### src/rtl/dpf_pkg.sv
package dpf_pkg;
  // at most flush + HS event + VS event + pixel pair per sample
  localparam int PUSH_MAX = 4;
  localparam int PUSH_W   = $clog2(PUSH_MAX + 1);
  localparam int PUSH_IW  = $clog2(PUSH_MAX);
  // event code bit positions inside a sync-event word
  localparam int EV_HS_RISE = 0;
  localparam int EV_HS_FALL = 1;
  localparam int EV_VS_RISE = 2;
  localparam int EV_VS_FALL = 3;
endpackage

### src/rtl/dpf_capture.sv
module dpf_capture #(
  parameter int PIX_W = 11
) (
  input  logic             clk_i,
  input  logic             rst_ni,
  input  logic             edge_sel_i,
  input  logic [PIX_W-1:0] pix_i,
  input  logic             hs_i,
  input  logic             vs_i,
  input  logic             ctl_i,
  output logic [PIX_W-1:0] pix_o,
  output logic             hs_o,
  output logic             vs_o,
  output logic             ctl_o
);
  localparam int SW = PIX_W + 3;

  logic [SW-1:0] in_w, rise_q, fall_q, fall_rq;

  assign in_w = {ctl_i, vs_i, hs_i, pix_i};

  always_ff @(posedge clk_i or negedge rst_ni)
    if (!rst_ni) rise_q <= '0;
    else         rise_q <= in_w;

  always_ff @(negedge clk_i or negedge rst_ni)
    if (!rst_ni) fall_q <= '0;
    else         fall_q <= in_w;

  // retime falling capture so both paths have equal latency
  always_ff @(posedge clk_i or negedge rst_ni)
    if (!rst_ni) fall_rq <= '0;
    else         fall_rq <= fall_q;

  assign {ctl_o, vs_o, hs_o, pix_o} = edge_sel_i ? fall_rq : rise_q;
endmodule

### src/rtl/dpf_sync_check.sv
module dpf_sync_check #(
  parameter int RUN_W    = 16,
  parameter int MIN_LOW  = 5,
  parameter int MIN_HIGH = 2
) (
  input  logic clk_i,
  input  logic rst_ni,
  input  logic lvl_i,
  output logic err_o
);
  logic             lvl_q, seen_q, hi_vld_q, err_q;
  logic [RUN_W-1:0] run_q, hi_len_q;
  logic [RUN_W:0]   period_w;
  logic             edge_w, short_w, odd_w;

  assign edge_w   = lvl_i ^ lvl_q;
  assign short_w  = seen_q && (lvl_q ? (run_q < RUN_W'(MIN_HIGH)) : (run_q < RUN_W'(MIN_LOW)));
  assign period_w = {1'b0, hi_len_q} + {1'b0, run_q};
  assign odd_w    = !lvl_q && hi_vld_q && period_w[0];

  always_ff @(posedge clk_i or negedge rst_ni) begin
    if (!rst_ni) begin
      lvl_q    <= 1'b0;
      seen_q   <= 1'b0;
      hi_vld_q <= 1'b0;
      hi_len_q <= '0;
      run_q    <= '0;
      err_q    <= 1'b0;
    end else begin
      lvl_q <= lvl_i;
      if (edge_w) begin
        err_q  <= err_q | short_w | odd_w;
        if (lvl_q) begin
          hi_len_q <= run_q;
          hi_vld_q <= seen_q;
        end
        seen_q <= 1'b1;
        run_q  <= RUN_W'(1);
      end else if (!(&run_q)) begin
        run_q <= run_q + 1'b1;
      end
    end
  end

  assign err_o = err_q;

  assert_err_sticky_R9: assert property (@(posedge clk_i) disable iff (!rst_ni)
    err_o |=> err_o);
endmodule

### src/rtl/dpf_packer.sv
module dpf_packer
  import dpf_pkg::*;
#(
  parameter int PIX_W = 11
) (
  input  logic                                   clk_i,
  input  logic                                   rst_ni,
  input  logic                                   enc_i,
  input  logic [PIX_W-1:0]                       pix_i,
  input  logic                                   hs_i,
  input  logic                                   vs_i,
  input  logic                                   ctl_i,
  output logic [PUSH_W-1:0]                      push_n_o,
  output logic [PUSH_MAX-1:0][2*PIX_W+1:0]       push_w_o
);
  localparam int BODY_W = 2 * PIX_W;
  localparam int WORD_W = BODY_W + 2;

  logic             half_vld_q, half_vld_d, hs_q, vs_q;
  logic [PIX_W-1:0] half_q, half_d;
  logic             active, hs_r, hs_f, vs_r, vs_f, flush;
  logic [BODY_W-1:0] hs_body, vs_body;
  logic [PUSH_IW-1:0] idx;

  function automatic logic [WORD_W-1:0] seal(input logic [BODY_W-1:0] body, input logic c);
    return {^{c, body}, c, body};
  endfunction

  always_comb begin
    active = enc_i ? (hs_i & vs_i) : 1'b1;
    hs_r   = enc_i &  hs_i & ~hs_q;
    hs_f   = enc_i & ~hs_i &  hs_q;
    vs_r   = enc_i &  vs_i & ~vs_q;
    vs_f   = enc_i & ~vs_i &  vs_q;
    flush  = (hs_r | hs_f | vs_r | vs_f) & half_vld_q;

    hs_body = '0;
    hs_body[EV_HS_RISE] = hs_r;
    hs_body[EV_HS_FALL] = hs_f;
    vs_body = '0;
    vs_body[EV_VS_RISE] = vs_r;
    vs_body[EV_VS_FALL] = vs_f;

    push_w_o   = '0;
    push_n_o   = '0;
    idx        = '0;
    half_vld_d = half_vld_q & ~flush;
    half_d     = half_q;

    if (flush) begin
      push_w_o[idx] = seal(BODY_W'(half_q), ctl_i);
      idx = idx + 1'b1;
      push_n_o = push_n_o + 1'b1;
    end
    if (hs_r | hs_f) begin
      push_w_o[idx] = seal(hs_body, ctl_i);
      idx = idx + 1'b1;
      push_n_o = push_n_o + 1'b1;
    end
    if (vs_r | vs_f) begin
      push_w_o[idx] = seal(vs_body, ctl_i);
      idx = idx + 1'b1;
      push_n_o = push_n_o + 1'b1;
    end
    if (active) begin
      if (half_vld_d) begin
        push_w_o[idx] = seal({pix_i, half_q}, ctl_i);
        push_n_o   = push_n_o + 1'b1;
        half_vld_d = 1'b0;
      end else begin
        half_vld_d = 1'b1;
        half_d     = pix_i;
      end
    end
  end

  always_ff @(posedge clk_i or negedge rst_ni) begin
    if (!rst_ni) begin
      half_vld_q <= 1'b0;
      half_q     <= '0;
      hs_q       <= 1'b0;
      vs_q       <= 1'b0;
    end else begin
      half_vld_q <= half_vld_d;
      half_q     <= half_d;
      hs_q       <= hs_i;
      vs_q       <= vs_i;
    end
  end
endmodule

### src/rtl/dpf_word_fifo.sv
module dpf_word_fifo
  import dpf_pkg::*;
#(
  parameter int WORD_W = 24,
  parameter int DEPTH  = 8
) (
  input  logic                             clk_i,
  input  logic                             rst_ni,
  input  logic [PUSH_W-1:0]                push_n_i,
  input  logic [PUSH_MAX-1:0][WORD_W-1:0]  push_w_i,
  output logic [WORD_W-1:0]                word_o,
  output logic                             vld_o
);
  localparam int CW = $clog2(DEPTH + 1);

  logic [DEPTH-1:0][WORD_W-1:0] mem_q, mem_d;
  logic [CW-1:0]                cnt_q, cnt_d;
  logic                         tog_q, pop;
  int                           base, fill;

  assign pop = tog_q && (cnt_q != '0);

  // pop shifts toward slot 0; pushes land after the surviving entries
  always_comb begin
    mem_d = mem_q;
    base  = int'(cnt_q);
    if (pop) begin
      for (int j = 0; j < DEPTH - 1; j++) mem_d[j] = mem_q[j+1];
      mem_d[DEPTH-1] = '0;
      base = base - 1;
    end
    for (int j = 0; j < DEPTH; j++)
      for (int i = 0; i < PUSH_MAX; i++)
        if (i < int'(push_n_i) && j == base + i) mem_d[j] = push_w_i[i];
    fill = base + int'(push_n_i);
    if (fill > DEPTH) fill = DEPTH;
    cnt_d = CW'(fill);
  end

  always_ff @(posedge clk_i or negedge rst_ni) begin
    if (!rst_ni) begin
      mem_q  <= '0;
      cnt_q  <= '0;
      tog_q  <= 1'b0;
      word_o <= '0;
      vld_o  <= 1'b0;
    end else begin
      mem_q <= mem_d;
      cnt_q <= cnt_d;
      tog_q <= ~tog_q;
      vld_o <= pop;
      if (pop) word_o <= mem_q[0];
    end
  end

  assert_strobe_gap_R8: assert property (@(posedge clk_i) disable iff (!rst_ni)
    vld_o |=> !vld_o);

  assert_fill_bound_R8: assert property (@(posedge clk_i) disable iff (!rst_ni)
    cnt_q <= CW'(DEPTH));
endmodule

### src/rtl/dual_pixel_framer.sv
module dual_pixel_framer
  import dpf_pkg::*;
#(
  parameter int PIX_W      = 11,
  parameter int FIFO_DEPTH = 8,
  parameter int RUN_W      = 16,
  parameter int MIN_LOW    = 5,
  parameter int MIN_HIGH   = 2
) (
  input  logic               clk_i,
  input  logic               rst_ni,
  input  logic               edge_sel_i,
  input  logic               sync_enc_i,
  input  logic [PIX_W-1:0]   pix_i,
  input  logic               hs_i,
  input  logic               vs_i,
  input  logic               fwd_ctl_i,
  output logic [2*PIX_W+1:0] word_o,
  output logic               word_vld_o,
  output logic               timing_err_o
);
  localparam int WORD_W = 2 * PIX_W + 2;

  logic [PIX_W-1:0]                pix_s;
  logic                            hs_s, vs_s, ctl_s;
  logic [PUSH_W-1:0]               push_n;
  logic [PUSH_MAX-1:0][WORD_W-1:0] push_w;
  logic [1:0]                      lvl, err;

  dpf_capture #(.PIX_W(PIX_W)) u_cap (
    .clk_i, .rst_ni, .edge_sel_i,
    .pix_i, .hs_i, .vs_i, .ctl_i(fwd_ctl_i),
    .pix_o(pix_s), .hs_o(hs_s), .vs_o(vs_s), .ctl_o(ctl_s)
  );

  dpf_packer #(.PIX_W(PIX_W)) u_pack (
    .clk_i, .rst_ni, .enc_i(sync_enc_i),
    .pix_i(pix_s), .hs_i(hs_s), .vs_i(vs_s), .ctl_i(ctl_s),
    .push_n_o(push_n), .push_w_o(push_w)
  );

  dpf_word_fifo #(.WORD_W(WORD_W), .DEPTH(FIFO_DEPTH)) u_fifo (
    .clk_i, .rst_ni, .push_n_i(push_n), .push_w_i(push_w),
    .word_o, .vld_o(word_vld_o)
  );

  assign lvl = {vs_s, hs_s};

  for (genvar g = 0; g < 2; g++) begin : g_chk
    dpf_sync_check #(.RUN_W(RUN_W), .MIN_LOW(MIN_LOW), .MIN_HIGH(MIN_HIGH)) u_chk (
      .clk_i, .rst_ni, .lvl_i(lvl[g]), .err_o(err[g])
    );
  end

  assign timing_err_o = |err;

  assert_word_parity_R3: assert property (@(posedge clk_i) disable iff (!rst_ni)
    word_vld_o |-> ~^word_o);
endmodule

### config.mk
export PLATFORM = sky130hd
export DESIGN_NAME = dual_pixel_framer
export DESIGN_NICKNAME = d
export VERILOG_FILES = /design/src/rtl/dpf_pkg.sv /design/src/rtl/dpf_capture.sv /design/src/rtl/dpf_sync_check.sv /design/src/rtl/dpf_packer.sv /design/src/rtl/dpf_word_fifo.sv /design/src/rtl/dual_pixel_framer.sv
export SDC_FILE = /design/constraint.sdc
export NUM_CORES = 1
export LEC_CHECK = 0
export BUFFER_PORTS_ARGS = -buffer_cell sky130_fd_sc_hd__buf_4
export CAP_MARGIN = 10
export CORE_MARGIN = 4
export CORE_UTILIZATION = 25
export CTS_CLUSTER_DIAMETER = 30
export DETAILED_ROUTE_END_ITERATION = 10
export PLACE_DENSITY = 0.5
export SETUP_SLACK_MARGIN = 0.2
export SYNTH_ARGS = -nofsm -noshare
export SYNTH_HDL_FRONTEND = slang
export SYNTH_SLANG_ARGS = --single-unit
export TNS_END_PERCENT = 30
### constraint.sdc
create_clock -name clk_i -period 15.5 [get_ports clk_i]
set_input_delay 1.55 -clock clk_i [delete_from_list [all_inputs] [get_ports clk_i]]
set_output_delay 1.55 -clock clk_i [all_outputs]
set_load 0.01 [all_outputs]
==> impl_summary.txt <==
----------------------------------------------------
[Status]
  Result of the run ... complete, no violations

[Setup path]
  Worst path required time ... ~8400 ps
  Reg-to-Reg End ... u_cap.fall_rq[2]
  Cell type of the slowest stage on the worst timing path ... buf_4
  Element type at the critical path end ... async pin
  Beginning of the critical path ... rst_ni
  Data arrival time of the critical path ... 2640 ps
  Number of gates on the worst path with buffers counted ... 2
  Sequence of cells on the critical path ... buf_8 -> buf_4
  Kind of cell adding the most delay to the critical path ... buffers and inverters
  Worst path max stage delay ... approximately 750 ps
  Crit Reg-Reg Startpoint ... u_cap.fall_q[2]
  Count of buffer and inverter cells on the critical path ... 2
  Sort of element at the start of the critical path ... primary input
  Critical path capture point ... u_cap.fall_q[5]
  Critical Path Fanout Max ... 70
  CP Class ... in2async
  R2R depth ... 0
  Register-to-register path setup slack ... about 7300 ps

[GRT]
  First-pass GRT wire length ... between 90,000 and 100,000 µm
  Largest net degree at the start of global routing ... between 70 and 80
  Global route total overflow ... 0
  Vias in the first global route ... between 15,000 and 20,000
  Initial antenna violation count ... 0
  Global-route usage over all layers ... about 17%

[Drt]
  DRC viols ... 0
  Total number of vias ... 16,200
  Initial drt markers ... between 1,500 and 2,000
  Aggregate routed wire length ... 65,100 µm
  Vias per cell ... 5.41
  Number of antenna-violating nets in the routed design ... 0
  Detailed-routing iteration count for the pre-antenna-repair pass ... 6
  DR WL/cell ... around 22 µm

[Synth]
  Number of storage elements in the synthesis netlist ... ~320
  Avg Cell Area, Syn ... 9.30 µm²
  Number of distinct library cells after synthesis ... just over 90
  Total standard cell area after synthesis ... about 0.018 mm²
  Number of nets produced by synthesis ... 1,984
  Number of flops mapped to enable cells by yosys ... 0
  Share of synthesized flip-flops with an asynchronous set or reset ... 100%
  Synthesis Warnings ... 0
  Main flop type after synthesis ... dfrtp_1
  Instance count of the mapped netlist ... 1,925
  Sequential-to-total area share from yosys stat ... about 44%

[Run]
  Max-cap viol count ... 0

[STA]
  Clock Skew ... between 50 and 60 ps
  Hold Vio Cnt, Final ... 0
  Relative slew slack ... between 10% and 20%
  RSZ-0062 raised after global routing ... no
  Slew @ Worst Pin ... between 1000 and 1500 ps
  Max-slew violation count ... 0
  Final number of setup-violating endpoints ... 0
  Setup TNS ... 0 ps

[Finish]
  Antenna cells ... 0
  Fin area ... between 0.02 and 0.025 mm²
  Fraction of layout cells with a size suffix above 1 ... between 15 and 20%
  Area growth syn-to-layout ... 26.5%
  NumNets Final ... ~2,000

[Clock network]
  Hold buffer count at CTS ... 0
  CTS max path bufs ... 3
  CTS tree ... yes
  Clk Latency, worst-skew pair ... 640 ps
  Buffers inserted during post-CTS setup optimization ... 0
  Clock H-tree levels ... 3
  Quantity of gates resized following cts ... 0
  Clock tree root driver cell ... clkbuf_16
  Sink count of the clock tree ... between 300 and 400
  Clock edge transition at the registers on the reported setup and hold paths ... around 50 ps
  Clock buffers created by TritonCTS ... 85

[Power and ir drop]
  Leakage dissipation ... 9.42 nW
  Maximum ir drop on the vdd rail ... ~0.00012 V
  Power density of the placed cells ... ~230 mW/mm²

[Placed design]
  Cell area after placement ... 0.0194 mm²
  Global placer's final weighted congestion ... around 0.93
  Post-detail-place hpwl ... around 44,000 µm
  Number of port buffers ... 43

[Floorplanning]
  Effective utilization at floorplan ... 25.4%
  Area of the die ... 0.0759 mm²
  Boundary Pins ... 44
  Die H ... roughly 280 µm
  Std-Cell Core Area ... 0.0705 mm²
  Overall die width ... 276 µm
  Placement Rows ... 97

[Worst hold path]
  Class of the tightest hold or removal check ... reg2reg

----------------------------------------------------
==> synthesized netlist by cell type, types with 23 or more instances <==
cell | n | area share (%)
nand4_1 | 29 | 1.0
a22oi_1 | 56 | 2.3
a2bb2oi_1 | 24 | 1.2
nor3_1 | 41 | 1.1
dfrtp_1 | 304 | 42
a22o_1 | 72 | 3.5
nand2b_1 | 23 | 0.80
o211ai_1 | 24 | 1.0
nand2_1 | 278 | 5.8
clkbuf_1 | 88 | 1.8
a21oi_1 | 69 | 1.9
o41ai_1 | 24 | 1.2
ha_1 | 40 | 2.8
xnor2_1 | 36 | 1.8
nor2_1 | 142 | 3.0
o2bb2ai_1 | 24 | 1.2
nand3_1 | 53 | 1.5
o22ai_1 | 28 | 0.98
inv_1 | 35 | 0.73
o21ai_0 | 124 | 3.5
buf_2 | 25 | 0.70
a211oi_1 | 28 | 1.2
==> stage by stage <==
stage	util, %	power [mW]	hold WS, ps	setup WS [ps]	instances
finish	32.1	5.28	463	5770	2989
global route	32.1	5.56	489	5540	2989
CTS	32.1	5.28	466	5700	2989
detailed placement	27.5	3.28	449	5080	2830
global placement	27.5	3.25	447	5120	2830
floorplan	-	2.57	430	6060	1925
==> final cells by class <==
class                      instances  area, µm²
multi-input combinational       1440       9390
inverter                          40        153
tap                              940       1180
clock buffer                     106       2340
timing repair buffer              92        698
clock inverter                    53        937
fill                            7220      47900
sequential                       318       7960
==> tightest hold or removal path, cell delays in order (launching register included) <==
cell and delay, ps:
dfrtp_1 340, nand2_1 50, nand2_1 50
==> cells in the final DEF, fill, tap and decap left out, types with 26 or more instances in the layout <==
cell type / netlist / routed
dfrtp_1: 304 / 304
nand2_1: 278 / 277
nor2_1: 142 / 142
o21ai_0: 124 / 124
buf_4: 4 / 91
clkbuf_16: 0 / 85
a22o_1: 72 / 72
a21oi_1: 69 / 66
a22oi_1: 56 / 56
nand3_1: 53 / 53
nor3_1: 41 / 41
ha_1: 40 / 40
xnor2_1: 36 / 36
inv_1: 35 / 34
nand4_1: 29 / 29
o22ai_1: 28 / 28
a211oi_1: 28 / 26
==> cell families after synthesis <==
group	count (synthesis)	synth area share (%)
xor+xnor	58	3.08
flops	318	44.5
compound gates	627	25.5
mux	37	2.40
simple gates	677	17.8
buf+inv	167	3.86
fa+ha+maj	41	2.91
==> sequential cells by signal, indices dropped and copies added (netlist names), 2 cells and up <==
name                  count
u_fifo.word_o            24
u_cap.fall_q             14
g_chk.u_chk.run_q        32
g_chk.u_chk.hi_len_q      2
u_pack.half_q            11
u_fifo.mem_q            192
u_cap.rise_q             14
g_chk.u_chk.err_o         2
g_chk.u_chk.lvl_q         2
g_chk.u_chk.hi_vld_q      2
u_cap.fall_rq            14
g_chk.u_chk.seen_q        2
u_fifo.cnt_q              4
==> how the worst min path moves through the flow <==
stage / to / slack (ps) / from / depth (start not counted)
4_1_cts: u_fifo.word_o[12] / 470 / u_fifo.mem_q[12] / 2
5_1_grt: g_chk[1].u_chk.err_o / 490 / g_chk[1].u_chk.err_o / 1
3_3_place_gp: g_chk[0].u_chk.err_o / 450 / g_chk[0].u_chk.err_o / 1
2_1_floorplan: g_chk[1].u_chk.err_o / 430 / g_chk[1].u_chk.err_o / 1
6_report: u_fifo.word_o[8] / 460 / u_fifo.mem_q[8] / 2
3_5_place_dp: g_chk[0].u_chk.err_o / 450 / g_chk[0].u_chk.err_o / 1
==> metal layers <==
layer	wire [µm]	vias to the layer above	track usage [%]
met1	28500	8118	22.6
met2	30200	609	27.1
met3	4530	124	4.00
met5	0	-	0
li1	-	7334	-
met4	1940	0	5.79
==> power breakdown <==
part           leakage (nW)  switching (mW)  internal (mW)
Combinational          3.73            1.40          0.698
Clock                  1.57           0.578           1.39
Sequential             4.12           0.163           1.05
No activity file was read; power rests on OpenSTA's default activity.
